--- src/rtl/nco_pkg.sv ---
package nco_pkg;
  localparam int unsigned ADDR_W = 3;

  typedef enum logic [ADDR_W-1:0] {
    A_FREQ_STG  = 3'd0,
    A_PHASE_STG = 3'd1,
    A_FREQ_CMT  = 3'd2,
    A_PHASE_CMT = 3'd3,
    A_CTRL      = 3'd4
  } nco_addr_e;

  localparam int unsigned CTRL_SYNC_ARM = 0;
  localparam int unsigned CTRL_CLR_CMT  = 1;
endpackage

--- src/rtl/nco_sync_edge.sv ---
module nco_sync_edge #(
  parameter int unsigned STAGES = 2
) (
  input  logic clk_i,
  input  logic rst_ni,
  input  logic async_i,
  output logic rise_o
);
  logic [STAGES-1:0] sq;
  logic              last_q;

  for (genvar g = 0; g < STAGES; g++) begin : g_stage
    if (g == 0) begin : g_first
      always_ff @(posedge clk_i or negedge rst_ni)
        if (!rst_ni) sq[0] <= 1'b0;
        else         sq[0] <= async_i;
    end else begin : g_next
      always_ff @(posedge clk_i or negedge rst_ni)
        if (!rst_ni) sq[g] <= 1'b0;
        else         sq[g] <= sq[g-1];
    end
  end

  always_ff @(posedge clk_i or negedge rst_ni)
    if (!rst_ni) last_q <= 1'b0;
    else         last_q <= sq[STAGES-1];

  assign rise_o = sq[STAGES-1] & ~last_q;
endmodule

--- src/rtl/nco_ctrl_regs.sv ---
module nco_ctrl_regs
  import nco_pkg::*;
#(
  parameter int unsigned ACC_W = 32,
  parameter int unsigned PH_W  = 10
) (
  input  logic              clk_i,
  input  logic              rst_ni,
  input  logic              we_i,
  input  logic [ADDR_W-1:0] addr_i,
  input  logic [ACC_W-1:0]  wdata_i,
  input  logic              sync_rise_i,
  output logic [ACC_W-1:0]  freq_act_o,
  output logic [PH_W-1:0]   phase_act_o,
  output logic              clr_cmt_o,
  output logic              sync_xfer_o,
  output logic              xfer_o
);
  logic [ACC_W-1:0] freq_stg_q;
  logic [PH_W-1:0]  phase_stg_q;
  logic             sync_arm_q, clr_cmt_q;
  logic             cmt_freq, cmt_phase;

  assign sync_xfer_o = sync_rise_i & sync_arm_q;
  assign cmt_freq    = (we_i && addr_i == A_FREQ_CMT) || sync_xfer_o;
  assign cmt_phase   = (we_i && addr_i == A_PHASE_CMT) || sync_xfer_o;
  assign xfer_o      = cmt_freq | cmt_phase;
  assign clr_cmt_o   = clr_cmt_q;

  always_ff @(posedge clk_i or negedge rst_ni) begin
    if (!rst_ni) begin
      freq_stg_q  <= '0;
      phase_stg_q <= '0;
      freq_act_o  <= '0;
      phase_act_o <= '0;
      sync_arm_q  <= 1'b0;
      clr_cmt_q   <= 1'b0;
    end else begin
      if (we_i && addr_i == A_FREQ_STG)  freq_stg_q  <= wdata_i;
      if (we_i && addr_i == A_PHASE_STG) phase_stg_q <= wdata_i[PH_W-1:0];
      if (we_i && addr_i == A_CTRL) begin
        sync_arm_q <= wdata_i[CTRL_SYNC_ARM];
        clr_cmt_q  <= wdata_i[CTRL_CLR_CMT];
      end
      // commits take the staged value from before this edge
      if (cmt_freq)  freq_act_o  <= freq_stg_q;
      if (cmt_phase) phase_act_o <= phase_stg_q;
    end
  end
endmodule

--- src/rtl/nco_phase_acc.sv ---
module nco_phase_acc #(
  parameter int unsigned ACC_W = 32,
  parameter int unsigned PH_W  = 10,
  parameter int unsigned OUT_W = 18
) (
  input  logic             clk_i,
  input  logic             rst_ni,
  input  logic             en_i,
  input  logic             clear_i,
  input  logic [ACC_W-1:0] freq_i,
  input  logic [ACC_W-1:0] cof_i,
  input  logic [PH_W-1:0]  phase_i,
  output logic [ACC_W-1:0] acc_o,
  output logic [OUT_W-1:0] phase_o
);
  localparam int unsigned LOW_W = OUT_W - PH_W;

  logic [ACC_W-1:0] step;
  logic [PH_W-1:0]  top_sum;

  assign step    = freq_i + cof_i;
  assign top_sum = acc_o[ACC_W-1 -: PH_W] + phase_i;

  always_ff @(posedge clk_i or negedge rst_ni) begin
    if (!rst_ni) begin
      acc_o   <= '0;
      phase_o <= '0;
    end else begin
      if (clear_i)   acc_o <= '0;
      else if (en_i) acc_o <= acc_o + step;
      phase_o <= {top_sum, acc_o[ACC_W-PH_W-1 -: LOW_W]};
    end
  end
endmodule

--- src/rtl/nco_phase_core.sv ---
module nco_phase_core
  import nco_pkg::*;
#(
  parameter int unsigned ACC_W     = 32,
  parameter int unsigned PH_W      = 10,
  parameter int unsigned OUT_W     = 18,
  parameter int unsigned SYNC_STGS = 2
) (
  input  logic              clk_i,
  input  logic              rst_ni,
  input  logic              we_i,
  input  logic [ADDR_W-1:0] addr_i,
  input  logic [ACC_W-1:0]  wdata_i,
  input  logic              sync_i,
  input  logic              en_i,
  input  logic [ACC_W-1:0]  cof_i,
  output logic [OUT_W-1:0]  phase_o
);
  logic             sync_rise, sync_xfer, xfer, clr_cmt, acc_clear;
  logic [ACC_W-1:0] freq_act, acc_w;
  logic [PH_W-1:0]  phase_act;

  nco_sync_edge #(.STAGES(SYNC_STGS)) i_sync (
    .clk_i(clk_i), .rst_ni(rst_ni), .async_i(sync_i), .rise_o(sync_rise)
  );

  nco_ctrl_regs #(.ACC_W(ACC_W), .PH_W(PH_W)) i_regs (
    .clk_i(clk_i), .rst_ni(rst_ni), .we_i(we_i), .addr_i(addr_i),
    .wdata_i(wdata_i), .sync_rise_i(sync_rise), .freq_act_o(freq_act),
    .phase_act_o(phase_act), .clr_cmt_o(clr_cmt), .sync_xfer_o(sync_xfer),
    .xfer_o(xfer)
  );

  assign acc_clear = xfer & clr_cmt;

  nco_phase_acc #(.ACC_W(ACC_W), .PH_W(PH_W), .OUT_W(OUT_W)) i_acc (
    .clk_i(clk_i), .rst_ni(rst_ni), .en_i(en_i), .clear_i(acc_clear),
    .freq_i(freq_act), .cof_i(cof_i), .phase_i(phase_act),
    .acc_o(acc_w), .phase_o(phase_o)
  );
endmodule

--- config.mk ---
export PLATFORM = sky130hd
export DESIGN_NAME = nco_phase_core
export DESIGN_NICKNAME = d
export VERILOG_FILES = /design/src/rtl/nco_pkg.sv /design/src/rtl/nco_sync_edge.sv /design/src/rtl/nco_ctrl_regs.sv /design/src/rtl/nco_phase_acc.sv /design/src/rtl/nco_phase_core.sv
export SDC_FILE = /design/constraint.sdc
export NUM_CORES = 1
export LEC_CHECK = 0
export BUFFER_PORTS_ARGS = -buffer_cell sky130_fd_sc_hd__buf_2
export CAP_MARGIN = 20
export CORE_MARGIN = 1
export CORE_UTILIZATION = 35
export DETAILED_ROUTE_END_ITERATION = 12
export PLACE_DENSITY = 0.52
export SYNTH_ARGS = -nofsm -noshare
export SYNTH_HDL_FRONTEND = slang
export SYNTH_SLANG_ARGS = --single-unit
--- constraint.sdc ---
create_clock -name clk_i -period 2.9 [get_ports clk_i]
set_input_delay 0.58 -clock clk_i [delete_from_list [all_inputs] [get_ports clk_i]]
set_output_delay 0.58 -clock clk_i [all_outputs]
set_load 0.02 [all_outputs]
==> metrics.yaml <==
dp_hpwl_um: 13700
ys_types: 54
finalClockSkew_ns: 0.00533
antenna_found_initial: 0
clkTransAtPathRegs_ns: 0.06
use_met1_pct: 22.6
top_usage_layer: "met2"
finalCritPeriodShare_pct: 105
cts.htree.levels: 4
pin_count: 90
finalHoldViolCount: 0
synthCells: 628
synth_top_flop_cell: "dfrtp_1"
async_reset_ff_share_pct: 100
dieHeight_um: 149
worst_slew_pin_slew_ns: 0.595
critPathArrivalTime_ns: 3.40
yosysMostFrequentCell: "dfrtp_1"
synth.top_cells.by_count: "dfrtp_1 (139), mux2_2 (85), nor2_1 (43), ha_1 (39), nand2_1 (38)"
finalSetupViolCount: 5
period_minus_slack_ns: 3.05
startpoint_type: "register"
path_cells: "fa_1 -> ha_2 -> fa_2 -> a211oi_4 -> nor3_2 -> o211ai_2 -> a32o_2 -> o21ai_2 -> and3_4 -> or3_4 -> o211ai_2"
drv_cap: 0
ant_nets: 0
port_buffers: 89
clock_latency_ns: 0.43
dr.pass1.iters: 6
synth_edf_count: 0
fillCellCount: 1962
seq_area_frac_synth_pct: 45.8
drive_gt1_share_pct: 41.1
use_met3_pct: 4.31
syn_area_sq_mm: 0.00760
fin_area_sq_mm: 0.00965
syn_avg_cell_area_sq_um: 12.1
fp.dieArea_sq_mm: 0.0223
yosysWarnings: 0
root_buffer: "clkbuf_16"
cts.sinks: 139
cpMaxStageDelayCell: "fa_1"
coreArea_sq_mm: 0.0212
violations: "setup timing"
cts_buffers: 17
cp_max_fo: 3
num_rows: 53
grt_usage_pct: 17.4
rsz0062_at_grt: "true"
maxSlewHeadroom_pct: 60.3
grt_pass1_vias: 5752
cpMostUsedCell: "o211ai_2"
fin_ws_ns: -0.146
drcViolationCount: 0
cts_tree: "yes"
worstSetupEndpointType: "register"
run_status: "finished with violations"
area_delta_synth_final_pct: 27.1
critPathMaxStageDelay_ns: 0.48
synth_top_area_share_pct: 45.8
grt_pass1_wl_um: 29400
start_util_pct: 35.9
grt_overflow: 0
viasPerCell: 4.96
gr-usage-met2_pct: 28.7
dieWidth_um: 149
wl_per_cell_um: 16.7
synth_area_leaders: "dfrtp_1 (46%), mux2_2 (13%), fa_1 (8.7%)"
gp_congestion: 0.851
final-max-slew-violation-count: 0
path_class: "register to register"
fin_util_pct: 45.6
routed_wl_um: 18100
cts_hold_buf: 0
nNetsFinal: 942
grt_max_degree: 61
place_area_sq_mm: 0.00890
clockBufferDepth: 2
cp.required_ns: 3.25
synth-seq-cells: 139
num_vias: 5391
synth.largest_area_cell: "dfrtp_1"
hold_class: "input pin to async pin"
n_antenna_cell: 0
synthesis.nets: 772
drt_iter0_markers: 229
fmax_mhz: 328
-- routing by layer --
metal / routed length [um] / vias up
li1: - / 2570
met4: 314 / 0
met3: 673 / 29
met5: 0 / -
met1: 8550 / 2683
met2: 8570 / 109
-- repair_timing --
action                                  in CTS  in global routing
gates resized for setup                      8                 28
setup buffers                                2                  5
pin swaps                                    7                 13
endpoints found under the setup margin       5                 16
-- flip-flops by register name, indices dropped and copies added (netlist names) --
register and count:
i_regs.freq_stg_q 32, i_regs.phase_act_o 10, i_regs.freq_act_o 32, i_sync.sq 2, i_regs.sync_arm_q 1, i_acc.phase_o 18
i_sync.last_q 1, i_regs.phase_stg_q 10, i_regs.clr_cmt_o 1, i_acc.acc_o 32
-- worst max-delay path: cells and delay by family (launching register included) --
family / cells / cell delay (ns)
compound gates: 5 / 0.89
fa+ha+maj: 3 / 1.08
simple gates: 3 / 0.60
flops: 1 / 0.40
-- cells by family after synthesis --
kind of cell | count (synthesis) | share of synthesized area [%]
buffers and inverters | 33 | 1.81
AND/OR/NAND/NOR | 118 | 6.98
multiplexers | 103 | 15.0
flip-flops | 139 | 45.8
adder cells (fa/ha/maj) | 72 | 15.1
AO/OA/AOI/OAI | 127 | 11.2
XOR/XNOR | 36 | 4.15
-- final timing paths --
path,startpoint,endpoint,cells after the start,slack [ns]
setup reg to reg,i_acc.acc_o[1],i_acc.acc_o[31],11,-0.15
hold reg to reg,i_sync.sq[1],i_sync.last_q,0,0.40
setup / recovery,i_acc.acc_o[1],i_acc.acc_o[31],11,-0.15
hold / removal,rst_ni,i_acc.acc_o[5],1,0.14
max in group asynchronous,rst_ni,i_acc.phase_o[10],2,1.98
min in group clk_i,sync_i,i_sync.sq[0],1,0.26
-- through the flow --
stage	setup slack, ns	setup TNS (ns)	hold WS [ns]	cells
6_report	-0.146	-0.358	0.138	1086
5_1_grt	-0.273	-1.69	0.177	1086
4_1_cts	-0.141	-0.318	0.150	1082
3_5_place_dp	-0.397	-4.13	0.389	1048
3_3_place_gp	-0.403	-4.12	0.368	1048
2_1_floorplan	-0.142	-0.197	0.284	628
-- placed cells by master (no fill, tap or decap), types with 2 or more instances in the layout --
cell type,Yosys,routed
mux2i_1,18,18
ha_1,39,37
clkbuf_16,0,17
nand4_1,2,2
dfrtp_1,139,139
a21oi_1,34,27
buf_2,5,88
fa_1,33,32
clkinv_2,0,6
o211ai_1,4,4
o21ai_1,5,9
o22ai_1,2,2
a31oi_1,7,6
nand2_2,0,2
o21a_1,4,4
nor2b_1,5,5
clkinv_4,0,2
o21ai_2,3,4
buf_4,0,80
o211ai_2,3,3
xnor2_1,24,23
a21oi_2,3,9
a211oi_1,5,5
inv_1,12,12
mux2_2,85,85
nand2b_1,5,5
or2_2,3,3
nor3_1,3,3
nor2_1,43,42
o21ai_0,20,14
nand2_1,38,36
o21bai_1,4,4
xor2_1,12,11
a21o_1,17,17
clkinvlp_4,0,3
nand3_1,10,10
clkbuf_1,8,2
buf_6,1,3
or3_1,3,2
-- layout make-up --
type	instances	area, sq um	share of cell area (%)
Clock buffer	20	447	4.63
Inverter	12	45.0	0.467
Clock inverter	12	100	1.04
Sequential cell	139	3480	36.0
Timing Repair Buffer	172	1090	11.3
Multi-Input combinational cell	456	4150	42.9
Tap cell	275	344	3.56
Power is not shown: default switching activity piles up to over one toggle a cycle in this logic, so the estimate is an artifact.
